**config.mk**
```make
export PLATFORM = sky130hd
export DESIGN_NAME = qspi_seq
export DESIGN_NICKNAME = d
export VERILOG_FILES = /design/src/rtl/qspi_seq_pkg.sv /design/src/rtl/qspi_seq_ctrl.sv /design/src/rtl/qspi_seq_lane.sv /design/src/rtl/qspi_seq.sv
export SDC_FILE = /design/constraint.sdc
export NUM_CORES = 1
export LEC_CHECK = 0
export BUFFER_PORTS_ARGS = -buffer_cell sky130_fd_sc_hd__buf_2
export CORE_ASPECT_RATIO = 0.6
export CORE_MARGIN = 1.5
export CORE_UTILIZATION = 55
export CTS_CLUSTER_DIAMETER = 100
export DETAILED_ROUTE_END_ITERATION = 8
export PLACE_DENSITY = 0.76
export RECOVER_POWER = 100
export SLEW_MARGIN = 30
export SYNTH_ARGS = -nofsm -noshare
export SYNTH_HDL_FRONTEND = slang
export SYNTH_SLANG_ARGS = --single-unit
export TNS_END_PERCENT = 30
```
**constraint.sdc**
```tcl
create_clock -name clk_i -period 3.2 [get_ports clk_i]
set_input_delay 0.64 -clock clk_i [delete_from_list [all_inputs] [get_ports clk_i]]
set_output_delay 0.64 -clock clk_i [all_outputs]
set_load 0.005 [all_outputs]
```
**src/rtl/qspi_seq_pkg.sv**
```systemverilog
package qspi_seq_pkg;
  localparam int unsigned NUM_IO  = 4;
  localparam int unsigned LEN_F_W = 4;

  typedef struct packed {
    logic [LEN_F_W-1:0] ad_len;
    logic [LEN_F_W-1:0] op_len;
    logic               no_data;
    logic               single_ad;
    logic               hd_en;
    logic               rx_dir;
    logic [1:0]         lane_code;
  } cfg_t;

  localparam int unsigned CFG_W = $bits(cfg_t);

  typedef enum logic [1:0] {W1, W2, W4} width_t;
  typedef enum logic [2:0] {PH_IDLE, PH_OPC, PH_ADR, PH_DAT, PH_FIN} phase_t;

  function automatic width_t code_to_width(logic [1:0] c);
    case (c)
      2'd0:    return W1;
      2'd1:    return W2;
      default: return W4;
    endcase
  endfunction

  // serial clocks per byte, minus one
  function automatic logic [2:0] last_step(width_t w);
    case (w)
      W1:      return 3'd7;
      W2:      return 3'd3;
      default: return 3'd1;
    endcase
  endfunction

  function automatic logic [NUM_IO-1:0] lane_mask(width_t w);
    case (w)
      W1:      return 4'b0001;
      W2:      return 4'b0011;
      default: return 4'b1111;
    endcase
  endfunction

  function automatic phase_t next_phase(phase_t p, cfg_t c);
    phase_t n;
    n = PH_FIN;
    if (p == PH_IDLE && c.op_len != '0) n = PH_OPC;
    else if ((p == PH_IDLE || p == PH_OPC) && c.ad_len != '0) n = PH_ADR;
    else if (p != PH_DAT && !c.no_data) n = PH_DAT;
    return n;
  endfunction
endpackage

```
**src/rtl/qspi_seq_ctrl.sv**
```systemverilog
module qspi_seq_ctrl
  import qspi_seq_pkg::*;
#(
  parameter int unsigned LEN_W = 16,
  parameter int unsigned CNT_W = 8
) (
  input  logic             clk_i,
  input  logic             rst_ni,
  input  logic             start_i,
  input  cfg_t             cfg_i,
  input  logic [LEN_W-1:0] pkt_len_i,
  input  logic [CNT_W-1:0] pkt_cnt_i,
  input  logic             tx_valid_i,
  output logic             tx_ready_o,
  output logic             load_o,
  output logic             shift_o,
  output logic             sample_o,
  output logic             byte_end_o,
  output logic             drive_o,
  output width_t           width_o,
  output phase_t           phase_o,
  output logic             sclk_o,
  output logic             cs_no,
  output logic             done_o
);
  cfg_t             cfg_q;
  phase_t           phase_q, next_ph;
  logic             sclk_q, need_load_q;
  logic [2:0]       step_q;
  logic [LEN_F_W-1:0] byte_left_q;
  logic [LEN_W-1:0] pkt_byte_q, pkt_len_q, enter_len;
  logic [CNT_W-1:0] pkt_left_q, pkt_cnt_q, enter_cnt;
  cfg_t             enter_cfg;
  width_t           cur_w;
  logic             rx_mode, is_rx, tx_phase, running, fall, advance;

  assign rx_mode = cfg_q.hd_en & cfg_q.rx_dir;

  always_comb begin
    case (phase_q)
      PH_OPC:  cur_w = W1;
      PH_ADR:  cur_w = cfg_q.single_ad ? W1 : code_to_width(cfg_q.lane_code);
      default: cur_w = code_to_width(cfg_q.lane_code);
    endcase
  end

  assign is_rx      = (phase_q == PH_DAT) && rx_mode;
  assign tx_phase   = (phase_q == PH_OPC) || (phase_q == PH_ADR) ||
                      ((phase_q == PH_DAT) && !rx_mode);
  assign tx_ready_o = tx_phase && need_load_q;
  assign load_o     = tx_ready_o && tx_valid_i;
  assign running    = (tx_phase && !need_load_q) || is_rx;
  assign fall       = running && sclk_q;
  assign byte_end_o = fall && (step_q == 3'd0);
  assign shift_o    = fall && (step_q != 3'd0);
  assign sample_o   = fall && is_rx;

  assign enter_cfg = (phase_q == PH_IDLE) ? cfg_i : cfg_q;
  assign enter_len = (phase_q == PH_IDLE) ? pkt_len_i : pkt_len_q;
  assign enter_cnt = (phase_q == PH_IDLE) ? pkt_cnt_i : pkt_cnt_q;
  assign next_ph   = next_phase(phase_q, enter_cfg);

  always_comb begin
    advance = 1'b0;
    if (phase_q == PH_IDLE) advance = start_i;
    else if (byte_end_o) begin
      case (phase_q)
        PH_OPC, PH_ADR: advance = (byte_left_q == '0);
        PH_DAT:         advance = (pkt_byte_q == '0) && (pkt_left_q == '0);
        default:        advance = 1'b0;
      endcase
    end
  end

  always_ff @(posedge clk_i or negedge rst_ni) begin
    if (!rst_ni) begin
      cfg_q       <= '0;
      phase_q     <= PH_IDLE;
      sclk_q      <= 1'b0;
      need_load_q <= 1'b0;
      step_q      <= '0;
      byte_left_q <= '0;
      pkt_byte_q  <= '0;
      pkt_len_q   <= '0;
      pkt_left_q  <= '0;
      pkt_cnt_q   <= '0;
    end else begin
      if (phase_q == PH_IDLE && start_i) begin
        cfg_q     <= cfg_i;
        pkt_len_q <= pkt_len_i;
        pkt_cnt_q <= pkt_cnt_i;
      end
      if (phase_q == PH_FIN) phase_q <= PH_IDLE;
      if (load_o) begin
        need_load_q <= 1'b0;
        step_q      <= last_step(cur_w);
      end
      if (running) sclk_q <= ~sclk_q;
      if (shift_o) step_q <= step_q - 3'd1;
      if (byte_end_o && !advance) begin
        if (phase_q == PH_DAT) begin
          if (pkt_byte_q == '0) begin
            pkt_left_q <= pkt_left_q - CNT_W'(1);
            pkt_byte_q <= pkt_len_q;
          end else begin
            pkt_byte_q <= pkt_byte_q - LEN_W'(1);
          end
          if (rx_mode) step_q <= last_step(cur_w);
          else         need_load_q <= 1'b1;
        end else begin
          byte_left_q <= byte_left_q - LEN_F_W'(1);
          need_load_q <= 1'b1;
        end
      end
      if (advance) begin
        phase_q <= next_ph;
        case (next_ph)
          PH_OPC: begin
            byte_left_q <= enter_cfg.op_len - LEN_F_W'(1);
            need_load_q <= 1'b1;
          end
          PH_ADR: begin
            byte_left_q <= enter_cfg.ad_len - LEN_F_W'(1);
            need_load_q <= 1'b1;
          end
          PH_DAT: begin
            pkt_byte_q  <= enter_len;
            pkt_left_q  <= enter_cnt;
            need_load_q <= !(enter_cfg.hd_en & enter_cfg.rx_dir);
            step_q      <= last_step(code_to_width(enter_cfg.lane_code));
          end
          default: need_load_q <= 1'b0;
        endcase
      end
    end
  end

  assign drive_o = tx_phase;
  assign width_o = cur_w;
  assign phase_o = phase_q;
  assign sclk_o  = sclk_q;
  assign cs_no   = (phase_q == PH_IDLE);
  assign done_o  = (phase_q == PH_FIN);

  assert_done_then_release_R10: assert property (@(posedge clk_i) disable iff (!rst_ni)
    done_o |=> (cs_no && !done_o));
  assert_stall_clock_low_R11: assert property (@(posedge clk_i) disable iff (!rst_ni)
    (tx_ready_o && !tx_valid_i) |=> (!sclk_o && $stable(phase_o)));
  assert_idle_clock_low_R1: assert property (@(posedge clk_i) disable iff (!rst_ni)
    cs_no |-> !sclk_o);
endmodule

```
**src/rtl/qspi_seq_lane.sv**
```systemverilog
module qspi_seq_lane
  import qspi_seq_pkg::*;
(
  input  logic              clk_i,
  input  logic              rst_ni,
  input  logic              load_i,
  input  logic [7:0]        tx_data_i,
  input  logic              shift_i,
  input  logic              sample_i,
  input  logic              byte_end_i,
  input  logic              drive_i,
  input  width_t            width_i,
  input  logic [NUM_IO-1:0] io_i,
  output logic [NUM_IO-1:0] io_o,
  output logic [NUM_IO-1:0] io_oe_o,
  output logic [7:0]        rx_data_o,
  output logic              rx_valid_o
);
  logic [7:0]        sh_q, rx_sh_q, rx_nx;
  logic [NUM_IO-1:0] mask;

  assign mask = lane_mask(width_i);

  always_ff @(posedge clk_i or negedge rst_ni) begin
    if (!rst_ni) sh_q <= '0;
    else if (load_i) sh_q <= tx_data_i;
    else if (shift_i) begin
      case (width_i)
        W1:      sh_q <= {sh_q[6:0], 1'b0};
        W2:      sh_q <= {sh_q[5:0], 2'b0};
        default: sh_q <= {sh_q[3:0], 4'b0};
      endcase
    end
  end

  for (genvar g = 0; g < NUM_IO; g++) begin : g_lane
    localparam int I1 = 7;
    localparam int I2 = (g < 2) ? 6 + g : 7;
    localparam int I4 = 4 + g;
    logic bit_sel;
    always_comb begin
      case (width_i)
        W1:      bit_sel = sh_q[I1];
        W2:      bit_sel = sh_q[I2];
        default: bit_sel = sh_q[I4];
      endcase
    end
    assign io_oe_o[g] = drive_i & mask[g];
    assign io_o[g]    = drive_i & mask[g] & bit_sel;
  end

  always_comb begin
    case (width_i)
      W1:      rx_nx = {rx_sh_q[6:0], io_i[1]};
      W2:      rx_nx = {rx_sh_q[5:0], io_i[1:0]};
      default: rx_nx = {rx_sh_q[3:0], io_i[3:0]};
    endcase
  end

  always_ff @(posedge clk_i or negedge rst_ni) begin
    if (!rst_ni) begin
      rx_sh_q    <= '0;
      rx_data_o  <= '0;
      rx_valid_o <= 1'b0;
    end else begin
      rx_valid_o <= sample_i && byte_end_i;
      if (sample_i) rx_sh_q <= rx_nx;
      if (sample_i && byte_end_i) rx_data_o <= rx_nx;
    end
  end

  assert_oe_shape_R3: assert property (@(posedge clk_i) disable iff (!rst_ni)
    (io_oe_o == 4'h0) || (io_oe_o == 4'h1) || (io_oe_o == 4'h3) || (io_oe_o == 4'hf));
  assert_rx_released_R9: assert property (@(posedge clk_i) disable iff (!rst_ni)
    sample_i |-> (io_oe_o == '0));
  assert_rx_strobe_R9: assert property (@(posedge clk_i) disable iff (!rst_ni)
    rx_valid_o |=> !rx_valid_o);
endmodule

```
**src/rtl/qspi_seq.sv**
```systemverilog
module qspi_seq
  import qspi_seq_pkg::*;
#(
  parameter int unsigned LEN_W = 16,
  parameter int unsigned CNT_W = 8
) (
  input  logic             clk_i,
  input  logic             rst_ni,
  input  logic             start_i,
  input  logic [13:0]      cfg_i,
  input  logic [LEN_W-1:0] pkt_len_i,
  input  logic [CNT_W-1:0] pkt_cnt_i,
  input  logic [7:0]       tx_data_i,
  input  logic             tx_valid_i,
  output logic             tx_ready_o,
  output logic [7:0]       rx_data_o,
  output logic             rx_valid_o,
  input  logic [3:0]       io_i,
  output logic [3:0]       io_o,
  output logic [3:0]       io_oe_o,
  output logic             sclk_o,
  output logic             cs_no,
  output logic             done_o
);
  logic   load, shift, sample, byte_end, drive;
  width_t width;
  phase_t phase;
  cfg_t   cfg;

  assign cfg = cfg_t'(cfg_i);

  qspi_seq_ctrl #(.LEN_W(LEN_W), .CNT_W(CNT_W)) i_ctrl (
    .clk_i      (clk_i),
    .rst_ni     (rst_ni),
    .start_i    (start_i),
    .cfg_i      (cfg),
    .pkt_len_i  (pkt_len_i),
    .pkt_cnt_i  (pkt_cnt_i),
    .tx_valid_i (tx_valid_i),
    .tx_ready_o (tx_ready_o),
    .load_o     (load),
    .shift_o    (shift),
    .sample_o   (sample),
    .byte_end_o (byte_end),
    .drive_o    (drive),
    .width_o    (width),
    .phase_o    (phase),
    .sclk_o     (sclk_o),
    .cs_no      (cs_no),
    .done_o     (done_o)
  );

  qspi_seq_lane i_lane (
    .clk_i      (clk_i),
    .rst_ni     (rst_ni),
    .load_i     (load),
    .tx_data_i  (tx_data_i),
    .shift_i    (shift),
    .sample_i   (sample),
    .byte_end_i (byte_end),
    .drive_i    (drive),
    .width_i    (width),
    .io_i       (io_i),
    .io_o       (io_o),
    .io_oe_o    (io_oe_o),
    .rx_data_o  (rx_data_o),
    .rx_valid_o (rx_valid_o)
  );

  assert_opc_single_R2: assert property (@(posedge clk_i) disable iff (!rst_ni)
    (phase == PH_OPC) |-> (io_oe_o == 4'b0001));
  assert_io_needs_cs_R1: assert property (@(posedge clk_i) disable iff (!rst_ni)
    (io_oe_o != '0) |-> !cs_no);
endmodule

```
==> impl_metrics.env <==
export IMPL_status="finished, violations left"
export IMPL_violations="max-capacitance violations, max-slew violations"
export IMPL_worst_pin_slew_ns=2.62
export IMPL_grt_total_usage_pct=29.5
export IMPL_slew_headroom_pct=-74.5
export IMPL_final_core_util_pct=65.7
export IMPL_drive_gt1_share_pct=23.1
export IMPL_grt_pass1_vias=4847
export IMPL_maxCapViolations=1
export IMPL_power_leakage_nw=2.95
export IMPL_rsz0062_at_grt="no"
export IMPL_r2r_setup_slack_ns=0.18
export IMPL_drtIter0Drc=454
export IMPL_min_path_type="reg -> reg"
export IMPL_end_kind="flip-flop"
export IMPL_async_reset_ff_share_pct=100
export IMPL_antenna_found_initial=0
export IMPL_path_clk_slew_ns=0.07
export IMPL_yosysSeqAreaShare_pct=42.1
export IMPL_worstRegToRegCells=9
export IMPL_synth_edff_count=0
export IMPL_die_h_um=82.3
export IMPL_reg2reg_to="i_ctrl.pkt_left_q[2]"
export IMPL_yosysWarnings=0
export IMPL_clock_sinks=97
export IMPL_dr_pass1_iters=5
export IMPL_drc=0
export IMPL_die_area_sq_um=11100
export IMPL_clk_latency_ns=0.35
export IMPL_finalSetupViolCount=0
export IMPL_io_buffers=74
export IMPL_crit_path_max_incr_delay_ns=0.56
export IMPL_routed_wl_met2_um=6730
export IMPL_crit_required_ns=3.48
export IMPL_fin_setup_tns_ns=0
export IMPL_final_antenna_net_count=0
export IMPL_diodes=0
export IMPL_cts_root_buffer="clkbuf_16"
export IMPL_final_nets=747
export IMPL_min_period_ns=3.02
export IMPL_drt_wl_total_um=15800
export IMPL_p_per_area_nw_per_um2=1020
export IMPL_cts_tree="yes"
export IMPL_die_w_um=135
export IMPL_worstHoldEndpoint="i_lane.rx_data_o[7]"
export IMPL_cp_data_arrival_time_ns=3.30
export IMPL_gp_congestion=1.05
export IMPL_routed_via_density=6.27
export IMPL_p_int_w=0.00380
export IMPL_wl_met1_um=7560
export IMPL_r2r_start="i_ctrl.step_q[0]"
export IMPL_slew_viol_final=45
export IMPL_clockBufferDepth=2
export IMPL_ios=75
export IMPL_ctsResizeCount=0
export IMPL_p_clk_share_pct=15.7
export IMPL_synth_area_sq_um=5760
export IMPL_min_delay_start="i_lane.rx_data_o[7]"
export IMPL_fmax_mhz=331
export IMPL_worst_setup_path_type="reg -> reg"
export IMPL_top_layer="met4"
export IMPL_cp_cell_sequence="inv_1, ha_1, nor4bb_1, a21boi_0, a21oi_1, or4_1, clkbuf_2, o311a_1, a31oi_1"
export IMPL_htreeDepth=3
export IMPL_netSwitchingFraction_pct=43.2
export IMPL_ys_flop_type="dfrtp_1"
export IMPL_synth_net_count=668
export IMPL_power_frac_seq_pct=35.7
export IMPL_whs_path_depth=2
export IMPL_route_met3_wl_um=1400
export IMPL_ir_drop_uv=495
export IMPL_hold_buffers=0
export IMPL_slowest_stage="a21boi_0"
export IMPL_syn_area_per_cell_sq_um=9.52
export IMPL_start_util_pct=57.5
export IMPL_vias=5163
export IMPL_area_growth_pct=14.3
export IMPL_ys_ff_latch=97
export IMPL_grt_overflow_total=0
export IMPL_core_region_area_sq_um=10000
export IMPL_finalClockSkew_ns=0.00763
export IMPL_combinationalPowerShare_pct=48.6
export IMPL_cts_buffers_inserted=9
export IMPL_fp_row_count=28
export IMPL_wire_per_inst_um=19.2
export IMPL_finalHoldViolations=0
export IMPL_grt_max_degree=54
export IMPL_ys_types=70
export IMPL_critPathMaxFanout=14
export IMPL_syn_inst=605
export IMPL_start_kind="flip-flop"
export IMPL_post_cts_buffers=0
export IMPL_fin_crit_sh_pct=94.5
export IMPL_dp_hpwl_um=11600
export IMPL_p_switching_w=0.00289
export IMPL_grt_pass1_wl_um=25000
cells in the final DEF (no fill, tap or decap), types with 6 or more instances in the layout:
master / synthesis / layout
or4_1: 9 / 9
buf_4: 2 / 18
a31oi_1: 15 / 15
nand3_1: 20 / 20
clkbuf_16: 0 / 9
dfrtp_1: 97 / 97
nor3_1: 15 / 15
ha_1: 9 / 9
a21oi_1: 41 / 42
nand2_1: 75 / 75
a211oi_1: 8 / 8
xor2_1: 6 / 6
or3_1: 6 / 6
mux2i_1: 23 / 23
mux2_2: 54 / 53
inv_1: 15 / 15
nor2b_1: 6 / 6
buf_2: 4 / 59
nor2_1: 39 / 39
o21ai_0: 24 / 27
xnor2_1: 6 / 6
and3_1: 10 / 10
clkbuf_1: 21 / 17
flip-flops by register name, indices dropped and copies added, names as in the netlist:
signal / flops
i_ctrl.pkt_byte_q: 16
i_ctrl.pkt_len_q: 16
i_ctrl.cfg_q: 13
i_ctrl.pkt_cnt_q: 8
i_ctrl.pkt_left_q: 8
i_lane.rx_data_o: 8
i_lane.sh_q: 8
i_lane.rx_sh_q: 7
i_ctrl.byte_left_q: 4
i_ctrl.phase_o: 3
i_ctrl.step_q: 3
i_ctrl.need_load_q: 1
i_ctrl.sclk_o: 1
i_lane.rx_valid_o: 1
layer usage:
metal  GRT usage, %  vias to the layer above
met4           6.67                        0
met1           43.1                     2533
met2           44.2                      228
met5              0                        -
met3           7.33                       18
li1               -                     2384
worst max-delay path, delay by kind of cell, from the launching register on:
kind	cells	cell delay (ns)
simple gates	2	0.99
flops	1	0.36
buf+inv	2	0.37
compound gates	4	1.04
fa+ha+maj	1	0.19
cells in the mapped netlist, types with 5 or more instances:
master / n / share of area (%)
o21ai_1: 5 / 0.43
inv_1: 15 / 0.98
or4_1: 9 / 1.2
o21ai_0: 24 / 2.1
nor2b_1: 6 / 0.65
xnor2_1: 6 / 0.91
dfrtp_1: 97 / 42
nor3_1: 15 / 1.3
ha_1: 9 / 2.0
or3_1: 6 / 0.65
a211oi_1: 8 / 1.0
nand2_1: 75 / 4.9
xor2_1: 6 / 0.91
nor2_1: 39 / 2.5
o31ai_1: 5 / 0.65
nand3_1: 20 / 1.7
a31oi_1: 15 / 1.6
clkbuf_1: 21 / 1.4
and2_1: 6 / 0.65
mux2_2: 54 / 11
and3_1: 10 / 1.1
a21oi_1: 41 / 3.6
mux2i_1: 23 / 4.0
nand3b_1: 5 / 0.65
cells by family after synthesis:
family | Yosys count | share of synthesized area, %
AO/OA/AOI/OAI | 148 | 17.0
XOR/XNOR | 12 | 1.82
adder cells (fa/ha/maj) | 9 | 1.95
buffers and inverters | 49 | 3.80
flip-flops | 97 | 42.1
multiplexers | 77 | 14.5
AND/OR/NAND/NOR | 213 | 18.8
power by group through the flow:
stage	combinational, W	clock, W	sequential (W)
2_1_floorplan	0.00244	0	0.00218
3_3_place_gp	0.00314	0	0.00234
3_5_place_dp	0.00325	0	0.00238
4_1_cts	0.00328	0.00107	0.00237
5_1_grt	0.00359	0.00111	0.00247
6_report	0.00326	0.00105	0.00239
stage by stage:
stage / instance area, sq um / power (W) / std cells / setup slack, ns / hold slack, ns
2_1_floorplan: 5760 / 0.00462 / 605 / 0.610 / 0.344
4_1_cts: 6640 / 0.00671 / 824 / 0.256 / 0.316
6_report: 6580 / 0.00670 / 824 / 0.176 / 0.495
5_1_grt: 6580 / 0.00717 / 824 / 0.0274 / 0.508
3_5_place_dp: 6360 / 0.00563 / 808 / 0.278 / 0.469
3_3_place_gp: 6360 / 0.00548 / 808 / 0.346 / 0.467
layout make-up:
class / count / area [sq um]
flip-flops and latches: 97 / 2430
fillers: 836 / 3440
clock inverters: 7 / 58.8
well taps: 135 / 169
repair buffers: 101 / 547
multi-input cells: 459 / 3100
clock buffers: 9 / 225
inverters: 16 / 60.1
how the worst max path moves through the flow:
stage	startpoint	to	slack [ns]	cells after the start
3_3_place_gp	i_ctrl.step_q[0]	i_ctrl.pkt_left_q[2]	0.35	9
2_1_floorplan	i_ctrl.pkt_byte_q[7]	i_ctrl.pkt_byte_q[7]	0.61	9
5_1_grt	i_ctrl.step_q[1]	i_ctrl.pkt_byte_q[11]	0.03	9
3_5_place_dp	i_ctrl.step_q[0]	i_ctrl.pkt_left_q[2]	0.28	9
4_1_cts	i_ctrl.step_q[0]	i_ctrl.pkt_left_q[2]	0.26	9
6_report	i_ctrl.step_q[0]	i_ctrl.pkt_left_q[2]	0.18	9
(Power assumes the default switching activity.)
